[config.mk]
export PLATFORM = sky130hd
export DESIGN_NAME = cs_packer
export DESIGN_NICKNAME = d
export VERILOG_FILES = /design/src/rtl/cs_packer_pkg.sv /design/src/rtl/cs_addr_count.sv /design/src/rtl/cs_word_buf.sv /design/src/rtl/cs_packer.sv
export SDC_FILE = /design/constraint.sdc
export NUM_CORES = 1
export LEC_CHECK = 0
export CORE_ASPECT_RATIO = 0.7
export CORE_UTILIZATION = 57
export CTS_CLUSTER_SIZE = 28
export DETAILED_ROUTE_END_ITERATION = 10
export DONT_BUFFER_PORTS = 1
export GPL_ROUTABILITY_DRIVEN = 0
export PLACE_DENSITY = 0.75
export RECOVER_POWER = 100
export SYNTH_ARGS = -nofsm -noshare
export SYNTH_HDL_FRONTEND = slang
export SYNTH_SLANG_ARGS = --single-unit
[constraint.sdc]
create_clock -name clk -period 2.3 [get_ports clk]
set_clock_uncertainty 0.05 [all_clocks]
set_input_delay 0.115 -clock clk [delete_from_list [all_inputs] [get_ports clk]]
set_output_delay 0.115 -clock clk [all_outputs]
set_load 0.02 [all_outputs]
[src/rtl/cs_packer_pkg.sv]
`timescale 1ns/1ps
package cs_packer_pkg;

    localparam int PK_CHAR_W = 8;

    typedef enum logic {
        DIR_TX = 1'b0,
        DIR_RX = 1'b1
    } pk_dir_e;

    typedef enum logic [2:0] {
        ST_IDLE,
        ST_RD,
        ST_TX_HI,
        ST_TX_LO,
        ST_RX_HI,
        ST_RX_LO,
        ST_WR,
        ST_DONE
    } pk_state_e;

    typedef struct packed {
        logic load_word;
        logic load_hi;
        logic load_lo;
        logic zero_lo;
    } buf_ctl_t;

    function automatic logic is_mem_state(pk_state_e s);
        return (s == ST_RD) || (s == ST_WR);
    endfunction

endpackage

[src/rtl/cs_addr_count.sv]
`timescale 1ns/1ps
module cs_addr_count #(
    parameter int AW = 8,
    parameter int CW = 12
) (
    input  logic          clk,
    input  logic          rst,
    input  logic          load,
    input  logic [AW-1:0] load_addr,
    input  logic [CW-1:0] load_cnt,
    input  logic          step,
    input  logic          dec,
    output logic [AW-1:0] addr,
    output logic          cnt_zero,
    output logic          cnt_last
);
    localparam logic [CW-1:0] ONE = CW'(1);

    logic [CW-1:0] cnt;

    always_ff @(posedge clk) begin
        if (rst) begin
            addr <= '0;
            cnt  <= '0;
        end else if (load) begin
            addr <= load_addr;
            cnt  <= load_cnt;
        end else begin
            if (step) addr <= addr + 1'b1;
            if (dec)  cnt  <= cnt - 1'b1;
        end
    end

    assign cnt_zero = (cnt == '0);
    assign cnt_last = (cnt == ONE);

    AST_ADDR_STEP: assert property (@(posedge clk) disable iff (rst)
        step && !load |=> addr == AW'($past(addr) + 1'b1));

    AST_NO_UNDERFLOW: assert property (@(posedge clk) disable iff (rst)
        dec |-> !cnt_zero);

endmodule

[src/rtl/cs_word_buf.sv]
`timescale 1ns/1ps
module cs_word_buf
    import cs_packer_pkg::*;
#(
    parameter int CHAR_W = PK_CHAR_W
) (
    input  logic                clk,
    input  logic                rst,
    input  buf_ctl_t            ctl,
    input  logic [2*CHAR_W-1:0] word_in,
    input  logic [CHAR_W-1:0]   char_in,
    output logic [2*CHAR_W-1:0] word_out
);
    logic [CHAR_W-1:0] hi_q;
    logic [CHAR_W-1:0] lo_q;

    always_ff @(posedge clk) begin
        if (rst) begin
            hi_q <= '0;
            lo_q <= '0;
        end else if (ctl.load_word) begin
            hi_q <= word_in[2*CHAR_W-1:CHAR_W];
            lo_q <= word_in[CHAR_W-1:0];
        end else begin
            if (ctl.load_hi) hi_q <= char_in;
            if (ctl.zero_lo)      lo_q <= '0;
            else if (ctl.load_lo) lo_q <= char_in;
        end
    end

    assign word_out = {hi_q, lo_q};

endmodule

[src/rtl/cs_packer.sv]
`timescale 1ns/1ps
module cs_packer
    import cs_packer_pkg::*;
#(
    parameter int AW     = 8,
    parameter int CW     = 12,
    parameter int CHAR_W = PK_CHAR_W
) (
    input  logic                clk,
    input  logic                rst,
    input  logic                start,
    input  logic                start_dir,
    input  logic [AW-1:0]       start_addr,
    input  logic [CW-1:0]       start_count,
    output logic                busy,
    output logic                done,
    output logic                mem_req,
    output logic                mem_we,
    output logic [AW-1:0]       mem_addr,
    output logic [2*CHAR_W-1:0] mem_wdata,
    input  logic [2*CHAR_W-1:0] mem_rdata,
    input  logic                mem_gnt,
    output logic                tx_valid,
    output logic [CHAR_W-1:0]   tx_data,
    input  logic                tx_ready,
    input  logic                rx_valid,
    input  logic [CHAR_W-1:0]   rx_data,
    output logic                rx_ready,
    input  logic                rx_eod
);
    localparam int WW = 2 * CHAR_W;

    pk_state_e      state, state_nx;
    buf_ctl_t       bctl;
    logic           load, step, dec, flush_set, flush_q;
    logic           cnt_zero, cnt_last;
    logic [AW-1:0]  addr;
    logic [WW-1:0]  word;

    cs_addr_count #(.AW(AW), .CW(CW)) i_cnt (
        .clk      (clk),
        .rst      (rst),
        .load     (load),
        .load_addr(start_addr),
        .load_cnt (start_count),
        .step     (step),
        .dec      (dec),
        .addr     (addr),
        .cnt_zero (cnt_zero),
        .cnt_last (cnt_last)
    );

    cs_word_buf #(.CHAR_W(CHAR_W)) i_buf (
        .clk     (clk),
        .rst     (rst),
        .ctl     (bctl),
        .word_in (mem_rdata),
        .char_in (rx_data),
        .word_out(word)
    );

    always_comb begin
        state_nx  = state;
        bctl      = '0;
        load      = 1'b0;
        step      = 1'b0;
        dec       = 1'b0;
        flush_set = 1'b0;
        unique case (state)
            ST_IDLE: if (start) begin
                load = 1'b1;
                if (start_count == '0)       state_nx = ST_DONE;
                else if (start_dir == DIR_RX) state_nx = ST_RX_HI;
                else                          state_nx = ST_RD;
            end
            ST_RD: if (mem_gnt) begin
                bctl.load_word = 1'b1;
                step           = 1'b1;
                state_nx       = ST_TX_HI;
            end
            ST_TX_HI: if (tx_ready) begin
                dec      = 1'b1;
                state_nx = cnt_last ? ST_DONE : ST_TX_LO;
            end
            ST_TX_LO: if (tx_ready) begin
                dec      = 1'b1;
                state_nx = cnt_last ? ST_DONE : ST_RD;
            end
            ST_RX_HI: begin
                if (rx_valid) begin
                    bctl.load_hi = 1'b1;
                    dec          = 1'b1;
                    if (cnt_last) begin
                        bctl.zero_lo = 1'b1;
                        state_nx     = ST_WR;
                    end else begin
                        state_nx = ST_RX_LO;
                    end
                end else if (rx_eod) begin
                    state_nx = ST_DONE;
                end
            end
            ST_RX_LO: begin
                if (rx_valid) begin
                    bctl.load_lo = 1'b1;
                    dec          = 1'b1;
                    state_nx     = ST_WR;
                end else if (rx_eod) begin
                    bctl.zero_lo = 1'b1;
                    flush_set    = 1'b1;
                    state_nx     = ST_WR;
                end
            end
            ST_WR: if (mem_gnt) begin
                step     = 1'b1;
                state_nx = (cnt_zero || flush_q) ? ST_DONE : ST_RX_HI;
            end
            ST_DONE: state_nx = ST_IDLE;
            default: state_nx = ST_IDLE;
        endcase
    end

    always_ff @(posedge clk) begin
        if (rst) begin
            state   <= ST_IDLE;
            flush_q <= 1'b0;
        end else begin
            state <= state_nx;
            if (load)           flush_q <= 1'b0;
            else if (flush_set) flush_q <= 1'b1;
        end
    end

    assign busy      = (state != ST_IDLE);
    assign done      = (state == ST_DONE);
    assign mem_req   = is_mem_state(state);
    assign mem_we    = (state == ST_WR);
    assign mem_addr  = addr;
    assign mem_wdata = word;
    assign tx_valid  = (state == ST_TX_HI) || (state == ST_TX_LO);
    assign tx_data   = (state == ST_TX_HI) ? word[WW-1:CHAR_W] : word[CHAR_W-1:0];
    assign rx_ready  = (state == ST_RX_HI) || (state == ST_RX_LO);

    AST_REQ_HELD: assert property (@(posedge clk) disable iff (rst)
        mem_req && !mem_gnt |=> mem_req && $stable(mem_addr) && $stable(mem_we));

    AST_TX_HELD: assert property (@(posedge clk) disable iff (rst)
        tx_valid && !tx_ready |=> tx_valid && $stable(tx_data));

    AST_DONE_PULSE: assert property (@(posedge clk) disable iff (rst)
        done |=> !done && !busy);

    AST_IDLE_QUIET: assert property (@(posedge clk) disable iff (rst)
        !busy |-> !mem_req && !tx_valid && !rx_ready);

endmodule

==> results.yml, run 1 <==
synthesis:
  synth_top_cell_by_area: "dfxtp_1"
  syn-cell-area_um2: 2570
  synth-seq-cells: 40
  synth_ff_type: "dfxtp_1"
  syn-mean-instance-area_um2: 8.28
  synthTopCellsByArea: "dfxtp_1 (31%), a211oi_1 (11%), nor2_1 (5.7%)"
  ys_types: 51
  synth_fp_nets: 369
  synth_edf_count: 0
  synthCells: 310
  seq_area_frac_synth_pct: 31.2
  async_flop_share_pct: 0
  synth_warnings: 0
  synth_top_area_share_pct: 31.2
worst_setup_path:
  crit_chain: "nor3b_1 > clkbuf_2 > nand2_1 > o21ai_0 > clkbuf_1"
  crit_type: "register to output pin"
  slowest_stage: "dfxtp_1"
  max_stage_delay_ps: 490
  critPathCaptureType: "output pin"
  cp_data_required_time_ps: 2130
  crit_family: "buffers and inverters"
  cp.buffers_inverters: 2
  cp-start-kind: "register"
  cp.arrival_ps: 1930
  worst-path-max-fanout: 16
grt:
  track_usage_pct: 29.7
  grt_max_degree: 41
  antenna_found_initial: 0
  grt_pass1_vias: 2261
  overflow: 0
  grt_pass1_wl_um: 10800
detailed_routing:
  routedWlPerCell_um: 17.1
  dr.pass1.iters: 5
  vias: 2448
  wirelength_um: 6890
  dr.first_iter.drc_count: 178
  ant_nets: 0
  via_per_inst: 6.07
  route.detailed.drc: 0
placed_design:
  dp_hpwl_um: 4490
  portBuffers: 0
pwr:
  ir_drop_uv: 713
  power_density_nw_per_um2: 1140
  p_leak_uw: 0.00111
cts:
  post_cts_buffers: 0
  cts_tree: "built"
  h-tree-depth: 2
  clk_latency_ps: 300
  cts_sinks: 40
  root_buffer: "clkbuf_8"
  clk_pin_slew_ps: 90
  numCtsBuffers: 5
  clk_path_buf_depth: 2
layout:
  drive_gt1_share_pct: 9.20
  ff_latch_area_um2: 801
  multiInputGateArea_um2: 1590
  final_nets: 406
  antenna_cells: 0
  post-route-util_pct: 70.3
  syn_to_final_growth_pct: 18.5
  fillCellCount: 377
timing:
  final_max_slew_viol_count: 0
  setup_viol: 0
  slew_headroom_pct: 55.5
  fmax_mhz: 476
  rsz0062_at_grt: "no"
  fin_crit_ps: 2100
  min_period_over_period_pct: 91.3
  max_slew.worst_pin.slew_ps: 667
  hold_violations: 0
  setup_tns_ps: 0
floorplan:
  dieArea_um2: 4780
  io_pins: 90
  row_count: 20
  dieHeight_um: 58.2
  fp.dieW_um: 82.2
  start_util_pct: 59.3
  coreArea_um2: 4330
worst_hold_path:
  hold_class: "primary input to register"
flow_run:
  cap_violations: 0
outcome:
  status: "completed"
[flip-flops by register name, indices dropped and copies added (netlist names)]
name        count
i_cnt.cnt      12
i_buf.hi_q      8
i_buf.lo_q      8
i_cnt.addr      8
state           3
flush_q         1
[final cells by class]
class	instances	area share, %
clock buffers	6	2.71
clock inverters	2	1.27
inverters	16	1.97
multi-input cells	237	52.3
flip-flops and latches	40	26.3
well taps	55	2.26
repair buffers	47	13.2
[worst register-to-register path, stage by stage, from the launching register on]
cell and delay (ps):
dfxtp_1 570, or3b_1 540, a21boi_4 330, nand3_1 130, xor2_1 150, a211oi_1 250
[power by group]
part           internal, µW  switching, µW  total (µW)
registers               894            392        1290
clock network           355            275         631
logic                   638            928        1570
total                  1890           1590        3480
[Yosys cell counts (2+ instances only)]
| cell type | n |
|---|---|
| nor2_1 | 39 |
| dfxtp_1 | 40 |
| nor3_1 | 6 |
| nor4_1 | 6 |
| buf_4 | 2 |
| clkbuf_8 | 3 |
| clkbuf_1 | 8 |
| a2bb2oi_1 | 8 |
| nand3_1 | 5 |
| o32ai_1 | 3 |
| o211ai_1 | 2 |
| and3_1 | 3 |
| a211oi_1 | 36 |
| o21ai_0 | 11 |
| nor2b_1 | 3 |
| inv_1 | 16 |
| a21oi_1 | 14 |
| or2b_1 | 6 |
| xor2_1 | 14 |
| nor2_2 | 3 |
| and2_1 | 2 |
| ha_1 | 7 |
| xnor2_1 | 4 |
| nand2_1 | 20 |
| buf_2 | 3 |
| nand2b_1 | 6 |
| nand4_1 | 8 |
| mux2i_1 | 9 |
[per-stage QoR]
stage / setup WS (ps) / power, µW / area, µm² / instances / hold slack [ps]
global placement: 250 / 2760 / 2670 / 367 / 139
global route: 57.1 / 3690 / 3040 / 403 / 14.7
floorplan: 55.0 / 2480 / 2570 / 310 / 201
finish: 201 / 3480 / 3040 / 403 / 0.814
detailed placement: 152 / 2800 / 2670 / 367 / 140
CTS: 132 / 3490 / 3070 / 402 / 0.491
[cell usage in the layout (no fill, tap or decap), drive strengths merged, types with 8 or more instances in the layout]
master	synthesis	final
a2bb2oi	8	8
a21oi	14	14
xor2	14	14
o21ai	12	12
dlygate4sd3	0	27
a211oi	36	36
nand4	8	8
inv	16	16
nor2	42	42
clkbuf	11	16
buf	6	10
mux2i	9	9
dfxtp	40	40
nand2	20	20
[layer usage]
layer  track usage [%]  part of all wire, %
met5                 0                    0
met4              10.3                  1.0
met3              6.93                  8.7
met2              45.8                   45
met1              40.5                   45
[timing repair]
action                                  4_1_cts  5_1_grt
hold buffers                                 27        1
endpoints found under the setup margin        0        9
hold endpoints to repair                     40        1
resized for setup                             0        2
[logic make-up (layout without fill, tap and decap cells)]
| logic type | after synthesis | in the layout | share of synthesized area (%) |
|---|---|---|---|
| multiplexers | 10 | 10 | 3.95 |
| adder cells (fa/ha/maj) | 7 | 7 | 3.41 |
| AND/OR/NAND/NOR | 120 | 120 | 25.5 |
| AO/OA/AOI/OAI | 82 | 82 | 23.1 |
| flip-flops | 40 | 40 | 31.2 |
| buffers and inverters | 33 | 71 | 6.72 |
| XOR/XNOR | 18 | 18 | 6.14 |
[final timing paths]
path,startpoint,to,slack [ps],cells after the start
max,state[1],tx_data[0],200,5
min,mem_rdata[3],i_buf.lo_q[3],0.8,2
min reg2reg,flush_q,flush_q,460,2
max reg2reg,state[0],i_cnt.addr[6],200,5
Power figures use the tool's default switching activity.
==> run 2: changes to the inputs <==
Settings changed: SETUP_SLACK_MARGIN from default to 0.4.
==> run 2 against run 1 <==
Net effect: the run now ends with hold timing left; design area up 5.0%; non-clock buffer count rose by 14; via count is 2.7% higher; sequential share of layout area is 0.90 points lower; total power up 4.9%; global-route usage down 0.37 points; critical path depth increased by 2; critical endpoint is now i_buf.hi_q[0].
==> results.yml, run 2 (same netlist as run 1, synthesis figures left out) <==
outcome:
  status: "finished, violations left"
  violations: "hold timing"
flow_run:
  cap_violations: 0
timing:
  fin_crit_ps: 2000
  setup_tns_ps: 0
  rsz0062_at_grt: "yes"
  fmax_mhz: 499
  min_period_over_period_pct: 87.0
  final_max_slew_viol_count: 0
  whs_ps: -3.39
  hold_violations: 1
  slew_headroom_pct: 60.6
  max_slew.worst_pin.slew_ps: 586
  setup_viol: 0
layout:
  drive_gt1_share_pct: 14.1
  largest_reg_flops: 12
  post-route-util_pct: 73.8
  final_common_cell: "nor2_1"
  final_nets: 420
  final_cell_mix: "nor2_1 (40), dfxtp_1 (37), a211oi_1 (36)"
  antenna_cells: 0
  largest_register: "i_cnt.cnt"
  syn_to_final_growth_pct: 24.5
pwr:
  internal_power_uw: 1980
  switchingPower_uw: 1670
  switching_share_pct: 45.7
  p_leak_uw: 0.00117
  power_density_nw_per_um2: 1140
  ir_drop_uv: 662
  sequentialPowerShare_pct: 35.5
  power_frac_comb_pct: 47.9
  clkPwrFrac_pct: 16.6
worst_setup_path:
  worst-path-max-fanout: 16
  critPathCaptureType: "register"
  crit_type: "register to register"
  crit_chain: "buf_4 > nand2b_1 > mux2_1 > nor2_2 > clkbuf_2 > nor2_1 > a211oi_1"
  cp-start-kind: "register"
  crit_path_start: "state[2]"
  cp.arrival_ps: 2150
  max_stage_delay_ps: 390
  slowest_stage: "dfxtp_4"
  cp_data_required_time_ps: 2440
  crit-reg2reg-launch: "state[2]"
detailed_routing:
  route.detailed.drc: 0
  vias: 2514
  wl_met1_um: 3380
  dr.pass1.iters: 4
  routedWlPerCell_um: 17.1
  routed.top_layer: "met4"
  wirelength_um: 7120
  dr.first_iter.drc_count: 181
  ant_nets: 0
  route.met3.wl_um: 519
  wl_met2_um: 3160
  via_per_inst: 6.03
floorplan:
  dieArea_um2: 4780
  start_util_pct: 59.3
  fp.dieW_um: 82.2
  dieHeight_um: 58.2
  coreArea_um2: 4330
  row_count: 20
  io_pins: 90
grt:
  overflow: 0
  track_usage_pct: 29.3
  antenna_found_initial: 0
  grt_pass1_vias: 2271
  grt_max_degree: 42
  grt_pass1_wl_um: 10600
cts:
  clk_latency_ps: 300
  numCtsBuffers: 5
  cts_sinks: 40
  clk_path_buf_depth: 2
  cts_tree: "built"
  h-tree-depth: 2
  clk_pin_slew_ps: 90
  root_buffer: "clkbuf_8"
placed_design:
  dp_hpwl_um: 4490
  portBuffers: 0
worst_hold_path:
  worstHoldStart: "rx_data[5]"
  hold_class: "primary input to register"
## run 2: stage by stage
step / std cells / area (µm²) / hold slack [ps] / worst slack [ps] / total power [µW]
after floorplan: 310 / 2610 / 201 / 422 / 2540
after global placement: 366 / 2690 / 142 / 321 / 2830
after detailed placement: 366 / 2690 / 135 / 280 / 2860
after CTS: 403 / 3110 / 1.56 / 385 / 3530
after global routing: 417 / 3200 / 1.07 / 181 / 3860
final: 417 / 3200 / -3.39 / 298 / 3650
## run 2: cell type report
type	count	area [µm²]
Multi-Input combinational cell	237	1630
Fill cell	345	1130
Sequential cell	40	812
Timing Repair Buffer	61	507
Clock buffer	5	68.8
Tap cell	55	68.8
Inverter	16	62.6
Clock inverter	3	46.3
## run 2: power by group through the flow
stage	Sequential [µW]	Clock (µW)	Combinational, µW
finish	1300	608	1750
global route	1330	636	1890
CTS	1300	603	1620
detailed placement	1310	0	1550
global placement	1300	0	1520
floorplan	1220	0	1320
## run 2: path summary, 6_finish.rpt
| kind | slack [ps] | to | depth (start not counted) |
|---|---|---|---|
| max reg2reg | 300 | i_buf.hi_q[0] | 7 |
| max | 300 | i_buf.hi_q[0] | 7 |
| min | -3 | i_buf.hi_q[5] | 2 |
| min reg2reg | 460 | flush_q | 2 |
## run 2: timing repair
item                       4_1_cts  5_1_grt
setup endpoints to repair       20       25
pin swaps                        2       21
hold buffers                    27        2
gates resized for setup          4        9
buffers inserted                 2       12
hold endpoints to repair        40        2
## run 2: worst max-delay path: cells and delay by family (launching register included)
kind | cells | cell delay [ps]
buffers and inverters | 2 | 510
flip-flops | 1 | 390
AND/OR/NAND/NOR | 3 | 340
multiplexers | 1 | 300
AO/OA/AOI/OAI | 1 | 300
## run 2: per-layer routing
layer  track usage (%)  vias to the layer above
met3              7.40                        6
met2              42.7                      105
met5                 0                        -
met1              42.3                     1175
li1                  -                     1228
met4              9.02                        0
==> run 3: changes to the inputs <==
Settings changed: ABC_AREA from default to 1, CORE_UTILIZATION 57 to 64, PLACE_DENSITY 0.75 to 0.8.
Clock period 2.3 ns to 2.2 ns, I/O delays scaled along.
==> run 3 against run 2 <==
Net effect: the run still ends with hold timing left; worst hold slack worse by 180 ps; sequential cell count unchanged; design area grew 1.8%; clock power up 12%; clock-buffer cell count up 2; synthesized area is 5.4% higher; core utilization is 7.7 points higher; via count up 17%; critical path type is now register to output pin; critical endpoint is now tx_data[3]; largest cell class unchanged.
==> results.yml, run 3 <==
layout:
  multiInputGateArea_um2: 1730
  antenna_cells: 0
  instances_no_fill: 501
  final_cell_mix: "nand2_1 (112), nor2_1 (49), inv_1 (39)"
  stdcell_area_um2: 3250
  largest_register: "i_cnt.cnt"
  post-route-util_pct: 81.5
  largest_reg_flops: 12
  final_nets: 507
  drive_gt1_share_pct: 13.1
  syn_to_final_growth_pct: 20.2
  final_common_cell: "nand2_1"
  ff_latch_area_um2: 806
  fillCellCount: 299
worst_hold_path:
  hold_class: "primary input to register"
  worstHoldStart: "rst"
  hold_depth: 1
  min_to: "i_cnt.cnt[2]"
timing:
  final_max_slew_viol_count: 0
  whs_ps: -186
  setup_viol: 0
  slew_headroom_pct: 51.3
  rsz0062_at_grt: "no"
  fin_ws_ps: 267
  fin_crit_ps: 1930
  fmax_mhz: 517
  min_period_over_period_pct: 87.9
  max_slew.worst_pin.slew_ps: 729
  hold_violations: 17
  setup_tns_ps: 0
cts:
  hold_buffers: 27
  clk_pin_slew_ps: 80
  numCtsBuffers: 5
  clk_path_buf_depth: 2
  cts_sinks: 40
  root_buffer: "clkbuf_8"
  cts_tree: "built"
  clk_latency_ps: 300
  h-tree-depth: 2
synthesis:
  yosysMostFrequentCell: "nand2_1"
  synth_top_cell_by_area: "dfxtp_1"
  seq_area_frac_synth_pct: 29.6
  synth_edf_count: 0
  synthCells: 416
  async_flop_share_pct: 0
  syn-mean-instance-area_um2: 6.51
  synth_compound_area_share_pct: 17.2
  synth_top_area_share_pct: 29.6
  synth_fp_nets: 475
  syn-cell-area_um2: 2710
  synth_top_family_by_area: "simple AND/OR/NAND/NOR gates"
  synth-seq-cells: 40
  ys_types: 36
  synth_warnings: 0
  synth_ff_type: "dfxtp_1"
  synth_xor_area_share_pct: 1.29
  synth-adder-area-share_pct: 3.24
  synthMuxAreaShare_pct: 1.66
  yosys.area_share.simple_pct: 37.5
  synthTopCellsByArea: "dfxtp_1 (30%), nand2_1 (16%), nor2_1 (6.7%)"
  yosys-top-cells-count: "nand2_1 (117), nor2_1 (48), dfxtp_1 (40), inv_1 (40), nand3_1 (28)"
outcome:
  violations: "hold timing"
  status: "finished, violations left"
worst_setup_path:
  r2r_setup_slack_ps: 270
  worst-path-max-fanout: 13
  reg2reg_depth: 9
  cp-start-kind: "register"
  cp_data_required_time_ps: 2040
  slowest_stage: "dfxtp_1"
  crit_chain: "inv_4 > nor2_2 > nand2_4 > mux2_1"
  critPathCaptureType: "output pin"
  max_stage_delay_ps: 580
  crit_type: "register to output pin"
  cp.arrival_ps: 1770
  regToRegEndpoint: "state[2]"
  crit-reg2reg-launch: "state[1]"
detailed_routing:
  wirelength_um: 7820
  routedWlPerCell_um: 15.6
  dr.pass1.iters: 5
  vias: 2953
  via_per_inst: 5.89
  route.detailed.drc: 0
  dr.first_iter.drc_count: 236
  ant_nets: 0
floorplan:
  io_pins: 90
  row_count: 19
  coreArea_um2: 3990
  fp.dieW_um: 79.7
  start_util_pct: 67.8
  dieArea_um2: 4500
  dieHeight_um: 56.4
pwr:
  ir_drop_uv: 728
  switching_share_pct: 51.6
  switchingPower_uw: 2310
  p_leak_uw: 0.00151
  power_frac_comb_pct: 53.4
  power_density_nw_per_um2: 1380
  sequentialPowerShare_pct: 31.4
  internal_power_uw: 2170
  clkPwrFrac_pct: 15.2
placed_design:
  dp_hpwl_um: 5050
  placed_area_um2: 2760
  dp_cells: 460
  post-place-ws_ps: 128
  portBuffers: 0
grt:
  antenna_found_initial: 0
  grt_pass1_vias: 2689
  overflow: 0
  track_usage_pct: 34.8
  grt_max_degree: 25
  grt_pass1_wl_um: 12100
flow_run:
  cap_violations: 0
## run 3: cell types whose count changed in the layout (fill, tap and decap cells not counted), moves of 7 or more
cell       delta
a211oi_1     -35
a2bb2oi_1     -8
a31oi_1      +14
buf_4         -7
clkbuf_1      -8
inv_1        +25
mux2i_1       -9
nand2_1      +92
nand2_4       +8
nand3_1      +23
nor2_1        +9
o21ai_0      +13
xor2_1       -10
## run 3: worst max-delay path by stage
| stage | depth (start not counted) | start | slack (ps) | end |
|---|---|---|---|---|
| 3_3_place_gp | 10 | state[2] | 220 | i_cnt.cnt[9] |
| 6_report | 4 | state[1] | 270 | tx_data[3] |
| 3_5_place_dp | 9 | state[1] | 130 | i_cnt.cnt[0] |
| 2_1_floorplan | 11 | state[1] | 410 | i_cnt.cnt[9] |
| 5_1_grt | 9 | state[1] | 200 | state[2] |
| 4_1_cts | 11 | state[1] | 410 | i_cnt.cnt[9] |
## run 3: metrics by stage
| step | total power [µW] | hold slack [ps] |
|---|---|---|
| final | 4480 | -186 |
| after global routing | 4790 | -195 |
| after CTS | 4320 | -186 |
| after detailed placement | 3520 | 133 |
| after global placement | 3480 | 131 |
| after floorplan | 3160 | 210 |
## run 3: repair_timing
action	4_1_cts	5_1_grt
resized for setup	13	15
buffers inserted	1	5
setup endpoints to repair	30	27
endpoints found under the hold margin	35	16
pin swaps	1	3
## run 3: logic make-up (layout without fill, tap and decap cells)
group / count (synthesis) / in the layout
mux: 4 / 4
simple gates: 224 / 224
xor+xnor: 4 / 4
fa+ha+maj: 7 / 7
flops: 40 / 40
compound gates: 79 / 79
buf+inv: 58 / 91
## run 3: per-layer routing
| layer | track usage, % | wire length [µm] | share of wire, % | vias to the layer above |
|---|---|---|---|---|
| li1 | - | - | - | 1430 |
| met1 | 46.9 | 3370 | 43 | 1333 |
| met2 | 54.8 | 3560 | 46 | 166 |
| met3 | 8.13 | 695 | 8.9 | 24 |
| met4 | 10.9 | 184 | 2.4 | 0 |
| met5 | 0 | 0 | 0 | - |
## run 3: cell type report
class,count,share of cell area (%)
Timing Repair Buffer,38,10.8
Multi-Input combinational cell,318,53.0
Inverter,45,5.50
Clock inverter,1,0.923
Sequential cell,40,24.8
Clock buffer,7,2.96
Tap cell,52,2.00
## run 3: critical path, delay by kind of cell (launching register included)
kind,cells,cell delay [ps]
and+or+nand+nor,2,350
DFF,1,580
muxes,1,440
buffers and inverters,1,100
## run 3: power by group through the flow
stage          registers [µW]  clock network, µW  logic [µW]
6_report                 1410                682        2390
4_1_cts                  1400                677        2250
2_1_floorplan            1320                  0        1840
5_1_grt                  1430                712        2650
3_3_place_gp             1400                  0        2090
3_5_place_dp             1400                  0        2120
